--- src/rtl/blk_xfer_seq.sv ---
module blk_xfer_seq #(
  parameter int ADDR_W = 32,
  parameter int LIST_W = 16,
  parameter int STEP   = 4,
  localparam int IDX_W = $clog2(LIST_W),
  localparam int CNT_W = $clog2(LIST_W + 1)
) (
  input  logic              clk,
  input  logic              rst_n,
  input  logic              start_i,
  input  logic [ADDR_W-1:0] base_i,
  input  logic [LIST_W-1:0] list_i,
  input  logic              pre_i,
  input  logic              up_i,
  input  logic              wb_i,
  input  logic              load_i,
  output logic              busy_o,
  output logic              req_valid_o,
  input  logic              req_ready_i,
  output logic [IDX_W-1:0]  req_reg_o,
  output logic [ADDR_W-1:0] req_addr_o,
  output logic              req_load_o,
  output logic              done_o,
  output logic              wb_en_o,
  output logic [ADDR_W-1:0] wb_val_o
);
  localparam logic [ADDR_W-1:0] STEP_A = ADDR_W'(STEP);

  typedef enum logic [1:0] {S_IDLE, S_RUN, S_FIN} st_t;

  function automatic logic [CNT_W-1:0] pop(input logic [LIST_W-1:0] v);
    logic [CNT_W-1:0] c = '0;
    for (int i = 0; i < LIST_W; i++) c += CNT_W'(v[i]);
    return c;
  endfunction

  function automatic logic [IDX_W-1:0] low_idx(input logic [LIST_W-1:0] v);
    logic [IDX_W-1:0] r = '0;
    for (int i = LIST_W - 1; i >= 0; i--) if (v[i]) r = IDX_W'(i);
    return r;
  endfunction

  st_t               st;
  logic [LIST_W-1:0] rem;
  logic [ADDR_W-1:0] addr, wbv;
  logic              wbf, ld;

  logic [ADDR_W-1:0] span, first_addr, wb_next;
  logic [LIST_W-1:0] rem_next;

  assign span       = ADDR_W'(pop(list_i)) * STEP_A;
  assign first_addr = up_i ? base_i + (pre_i ? STEP_A : '0)
                           : base_i - span + (pre_i ? '0 : STEP_A);
  assign wb_next    = up_i ? base_i + span : base_i - span;
  assign rem_next   = rem & (rem - LIST_W'(1));

  always_ff @(posedge clk) begin
    if (!rst_n) begin
      st   <= S_IDLE;
      rem  <= '0;
      addr <= '0;
      wbv  <= '0;
      wbf  <= 1'b0;
      ld   <= 1'b0;
    end else begin
      case (st)
        S_IDLE: if (start_i) begin
          rem  <= list_i;
          addr <= first_addr;
          wbv  <= wb_next;
          wbf  <= wb_i;
          ld   <= load_i;
          st   <= (list_i == '0) ? S_FIN : S_RUN;
        end
        S_RUN: if (req_ready_i) begin
          rem  <= rem_next;
          addr <= addr + STEP_A;
          if (rem_next == '0) st <= S_FIN;
        end
        default: st <= S_IDLE;
      endcase
    end
  end

  assign busy_o      = (st != S_IDLE);
  assign req_valid_o = (st == S_RUN);
  assign req_reg_o   = low_idx(rem);
  assign req_addr_o  = addr;
  assign req_load_o  = ld;
  assign done_o      = (st == S_FIN);
  assign wb_en_o     = done_o & wbf;
  assign wb_val_o    = wbv;
endmodule

--- config.mk ---
export PLATFORM = sky130hd
export DESIGN_NAME = blk_xfer_seq
export DESIGN_NICKNAME = d
export VERILOG_FILES = /design/src/rtl/blk_xfer_seq.sv
export SDC_FILE = /design/constraint.sdc
export NUM_CORES = 1
export LEC_CHECK = 0
export ABC_AREA = 1
export BUFFER_PORTS_ARGS = -buffer_cell sky130_fd_sc_hd__buf_2
export CORE_MARGIN = 2
export CORE_UTILIZATION = 56
export CTS_CLUSTER_SIZE = 28
export DETAILED_ROUTE_END_ITERATION = 10
export PLACE_DENSITY = 0.87
export SETUP_SLACK_MARGIN = 0.3
export SLEW_MARGIN = 20
export SYNTH_ARGS = -nofsm -noshare
export SYNTH_HDL_FRONTEND = slang
export SYNTH_SLANG_ARGS = --single-unit
--- constraint.sdc ---
create_clock -name clk -period 14.89 [get_ports clk]
set_input_delay 2.978 -clock clk [delete_from_list [all_inputs] [get_ports clk]]
set_output_delay 2.978 -clock clk [all_outputs]
set_load 0.05 [all_outputs]
Word-level counts from Yosys, hierarchy flattened
Cells that the tools add are included.
Widths: inputs -> output; s select.
{ "totals": {"mem_bits_rw": 0, "memories": 0, "ff_bits": 84, "output_inout_bits": 73, "input_bits": 56, "elab_cells": 73, "romBits": 0, "latch_bits": 0} }
{ "op_classes": {"eq_ne": 5, "order_cmp": 0, "div": 0, "shifts": 0, "n_addsub": 21, "reduce_logical": 8, "mul": 0, "muxes": 31, "n_bitwise": 2} }
{ "op_table": {"columns": ["operator", "n"], "rows": [
  ["$mux 32", 4],
  ["$add 32x3->32", 2],
  ["$mux 4", 16],
  ["$pmux 32 s2", 1],
  ["$add 5x1->5", 11],
  ["$add 32x3->32 const B", 1],
  ["$add 32x7->32", 1],
  ["$logic_not 16->1", 2],
  ["$mux 16", 2],
  ["$pmux 16 s2", 1],
  ["$sub 32x7->32", 1],
  ["$and 16x16->16", 1],
  ["$sub 16x1->16 const B", 1],
  ["$mux 2", 4],
  ["$mux 3", 2],
  ["$reduce_and 3->1", 2],
  ["$add 4x1->5", 1],
  ["$add 3x1->4", 1],
  ["$ne 2x1->1 const B", 2],
  ["$pmux 2 s2", 1],
  ["$reduce_bool 2->1", 2],
  ["$add 2x1->3", 1],
  ["$add 1x1->2", 1],
  ["$eq 2x1->1 const B", 1],
  ["5 further kinds", 5]
]} }

Longest topological paths before layout
{ "logic_depth": {"depth_word": 20, "mapped_depth": 32, "depth_no_buf": 32} }

Worst setup path after synthesis
OpenSTA, ideal clock, no wires.
{ "synth_path": {"path_type": "input to register", "start": "in list_i[0]", "end": "reg addr[28] (netlist: req_addr_o[28])", "path_stages": 25, "n_path_buf": 0, "setup_time_ns": 0.120, "setup_slack_ns": 7.208, "t_required_ns": 14.770, "t_arrival_ns": 7.562, "path_cell_list": "inv_1 > fa_1 > fa_1 > fa_1 > fa_1 > inv_1 > ha_1 > fa_1 > nand2_1 > a21oi_1 > ha_1 > nor2_2 > nand3_1 > nand3_2 > nand2_1 > nand2_1 > nand3_2 > nor2_4 > nand3_4 > nor2_8 > nand2_1 > nand3_1 > nand3_1 > nand2_1 > a21oi_1"} }
{ "synth_between": {"elab_chain_cells": 20} }
{ "synth_rtl": {"columns": ["item", "line_no", "rtl"], "rows": [
  ["start: declaration", "12", "input logic [LIST_W-1:0] list_i,"],
  ["$add 1x1->2", "33", "for (int i = 0; i < LIST_W; i++) c += CNT_W'(v[i]);"],
  ["$add 2x1->3", "33", null],
  ["$add 3x1->4", "33", null],
  ["$add 4x1->5", "33", null],
  ["$add 5x1->5 (11 in a row)", "33", null],
  ["$sub 32x7->32", "53", ": base_i - span + (pre_i ? '0 : STEP_A);"],
  ["$add 32x3->32", "53", null],
  ["$mux 32", "52", "assign first_addr = up_i ? base_i + (pre_i ? STEP_A : '0)"],
  ["$mux 32", "67", "S_IDLE: if (start_i) begin"],
  ["$pmux 32 s2", "66", "case (st)"],
  ["end signal: assignment", "69", "addr <= first_addr;"],
  ["end signal: assignment", "77", "addr <= addr + STEP_A;"],
  ["end: declaration", "45", "logic [ADDR_W-1:0] addr, wbv;"]
]} }
Every way passes these cells. The select of a mux whose other input is x is not followed.
A chain may end at the register's enable or synchronous reset.

Worst setup path after layout
{ "layout_path": {"start": "in list_i[5]", "end": "reg wbv[29] (netlist: wb_val_o[29])"} }
{ "layout_between": {"elab_chain_cells": 13, "elab_cells_between_ends": 14, "classes_between": "13 x add/sub; 1 x mux"} }
{ "layout_rtl": {"columns": ["item", "line_no", "rtl"], "rows": [
  ["$add 5x1->5 (*) (11 in a row)", "33", null],
  ["$sub 32x7->32 or $add 32x7->32 (tied branches)", "54", "assign wb_next = up_i ? base_i + span : base_i - span;"],
  ["$mux 32 (*)", "54", null],
  ["end signal: assignment", "70", "wbv <= wb_next;"],
  ["end: declaration", "45", null]
]} }
Mark *: on every way between the ends. The rest lies on a longest branch, timed or not.

==> metrics.csv <==
metric,value,unit
run status,completed,
clk_lat worst skew,0.36,ns
top post-synthesis cells by area,"dfxtp_1, nand2_1, inv_1",
GR met3 Demand/Resource,5.40,%
RR Endpoint,wb_val_o[26],
Initial Util,56.5,%
Mean Syn Cell Area,6.06,um^2
reg2reg setup slack,11.87,ns
post-route cell area,9470,um^2
Placed Area,9120,um^2
Hold Buf Count CTS,0,
initial antenna violation count,0,
post-CTS setup buffers,0,
largest net degree at the start of global routing,69,
WL per Instance,17.4,um
CP max stage delay,0.56,ns
Setup TNS,0,ns
Routed WL,29.3,mm
Leak Pwr,4.48,nW
clock tree root buffer cell,clkbuf_16,
placed cells,1661,
CP Data Required Time,15.09,ns
Synth Flop Type,dfxtp_1,
port bufs,128,
Place WS,6.40,ns
post-CTS resize count,0,
CTS Buf Count,9,
RSZ-0062 raised after global routing,no,
Storage cell area,1680,um^2
CTS tree,yes,
distinct cell type count after synthesis,52,
first-pass GRT wire length,47.0,mm
Final ANT Viol Nets,0,
pin slew with the least headroom to its limit,0.817,ns
clk slew on worst S/H paths,0.06,ns
GR peak layer,met2,
CP most frequent cell,nand2_1,
Die Height,127,um
via/cell ratio,5.91,
M2 GR Usage,63.4,%
"Seq/Total Area, Yosys",19.8,%
Die Area,16200,um^2
Slowest cell on crit path,fa_1,
Final Net Count,1575,
Tcrit/Tclk final,55.3,%
worst reg-to-reg path cell count,10,
WP data arrival,8.44,ns
hold_sp,wb_val_o[26],
Max Cap Violations,0,
n_diodes,0,
CP endpoint,wb_val_o[29],
worst min path class,flop to flop,
Max Buffers Root-to-Sink,2,
vias,9921,
CP endpoint kind,flop,
Startpoint Class,primary input,
Power Total,1.38,mW
share of cells above drive strength 1,15.4,%
"most common cell after layout, fill and taps aside",nand2_1,
crit path from,list_i[5],
net count after synthesis,1491,
drt initial violations,1137,
Max-Slew Margin vs Limit,45.5,%
clk_skew,0.00619,ns
final hold viol count,0,
Placement Rows,45,
Fmax,121,MHz
biggest area consumer among synthesized cells,dfxtp_1,
"commonest non-fill, non-tap cells in the layout","nand2_1, inv_1, nor2_1",
launching point of the worst reg2reg path,st[0],
crit path max fanout,9,
post-synthesis register bit count,84,
Mapped Area,8500,um^2
YS warnings,0,
Post-route DRC,0,
drt pass-1 iters,7,
# IOs,129,
Multi-input gate area,5850,um^2
clock sink total,84,
Final Max Slew Viols,0,
Async SR Flop Fraction,0,%
core area,15000,um^2
met1 global-route usage,43.4,%
area share of the largest cell type after synthesis,19.8,%
overall routing resource usage,36.3,%
Post-synth EDFFs,0,
P per Cell Area,146,nW/um^2
DIE WIDTH,127,um
routability cong.,1.08,
VDD IR max,85.8,uV
Syn Inst Count,1401,
fill cell count,1455,
CP Class,primary input to flop,
HPWL after DPL,22.3,mm
final setup margin,6.65,ns
vias in the first global route,9310,
number of setup violations in the final report,0,
Final Non-Filler Cells,1678,
gr ovfl total,0,
Final Critical Period,8.24,ns
Layout Area Growth over Synthesis,11.4,%
CTS H-Tree Depth,3,
-- worst min-delay path by stage --
stage	endpoint	slack, ns	cells after the start
floorplan	wbf	0.47	2
global placement	wb_val_o[1]	0.45	2
detailed placement	wb_val_o[31]	0.46	2
CTS	wb_val_o[26]	0.47	2
global route	wb_val_o[26]	0.49	2
finish	wb_val_o[26]	0.46	2
-- flip-flops by register name (all words and copies together), names as in the netlist --
register    count
req_addr_o     32
wb_val_o       32
rem            16
st              2
req_load_o      1
wbf             1
-- report_power, final --
part,switching (mW),internal (mW),total (mW)
logic,0.582,0.235,0.817
clock network,0.102,0.148,0.250
registers,0.0478,0.269,0.317
-- cell usage after synthesis (4+ instances only) --
library cell,count
nand4_1,30
o21ai_0,103
o22ai_1,4
nor2_2,20
xnor2_1,9
nor2_1,152
nand3_2,8
o31ai_1,4
a31oi_1,5
a211o_1,5
clkbuf_1,34
nand3_1,111
o211ai_1,35
dfxtp_1,84
fa_1,12
a21oi_1,111
inv_1,170
inv_2,6
nand2_2,15
o21ai_1,6
ha_1,22
buf_2,15
xor2_1,46
buf_4,4
nor4_1,10
nor3_1,17
nand2_1,307
nor2_4,11
buf_6,6
-- routing by layer --
metal	up-vias	share of wire, %
li1	4791	-
met1	4534	40
met2	492	48
met3	104	7.2
met4	0	5.3
met5	-	0
-- area by class of cell --
cell class	instances	area share, %
Clock inverter	7	1.04
Sequential cell	84	17.8
Tap cell	188	2.48
Timing Repair Buffer	135	7.45
Clock buffer	9	2.38
Inverter	178	7.06
Multi-Input combinational cell	1077	61.8
-- critical path: cells and delay by family --
family	cells	cell delay [ns]
AOI/OAI and AO/OA	2	0.25
xor gates and xnor gates	2	0.33
adders and majority gates	7	3.10
buffers and inverters	4	0.36
and+or+nand+nor	11	1.44
-- through the flow --
step	utilization, %	hold WS (ns)
after floorplan	-	0.470
after global placement	60.7	0.448
after detailed placement	60.7	0.456
after CTS	62.8	0.465
after global routing	63.0	0.488
final	63.0	0.463
-- logic make-up (layout without fill, tap and decap cells) --
group	after synthesis	in the layout	synth area share, %
compound gates	287	287	19.0
xor+xnor	55	55	5.67
fa+ha+maj	34	34	6.07
buf+inv	240	329	11.5
flops	84	84	19.8
simple gates	701	701	38.0
(Power assumes the default switching activity.)
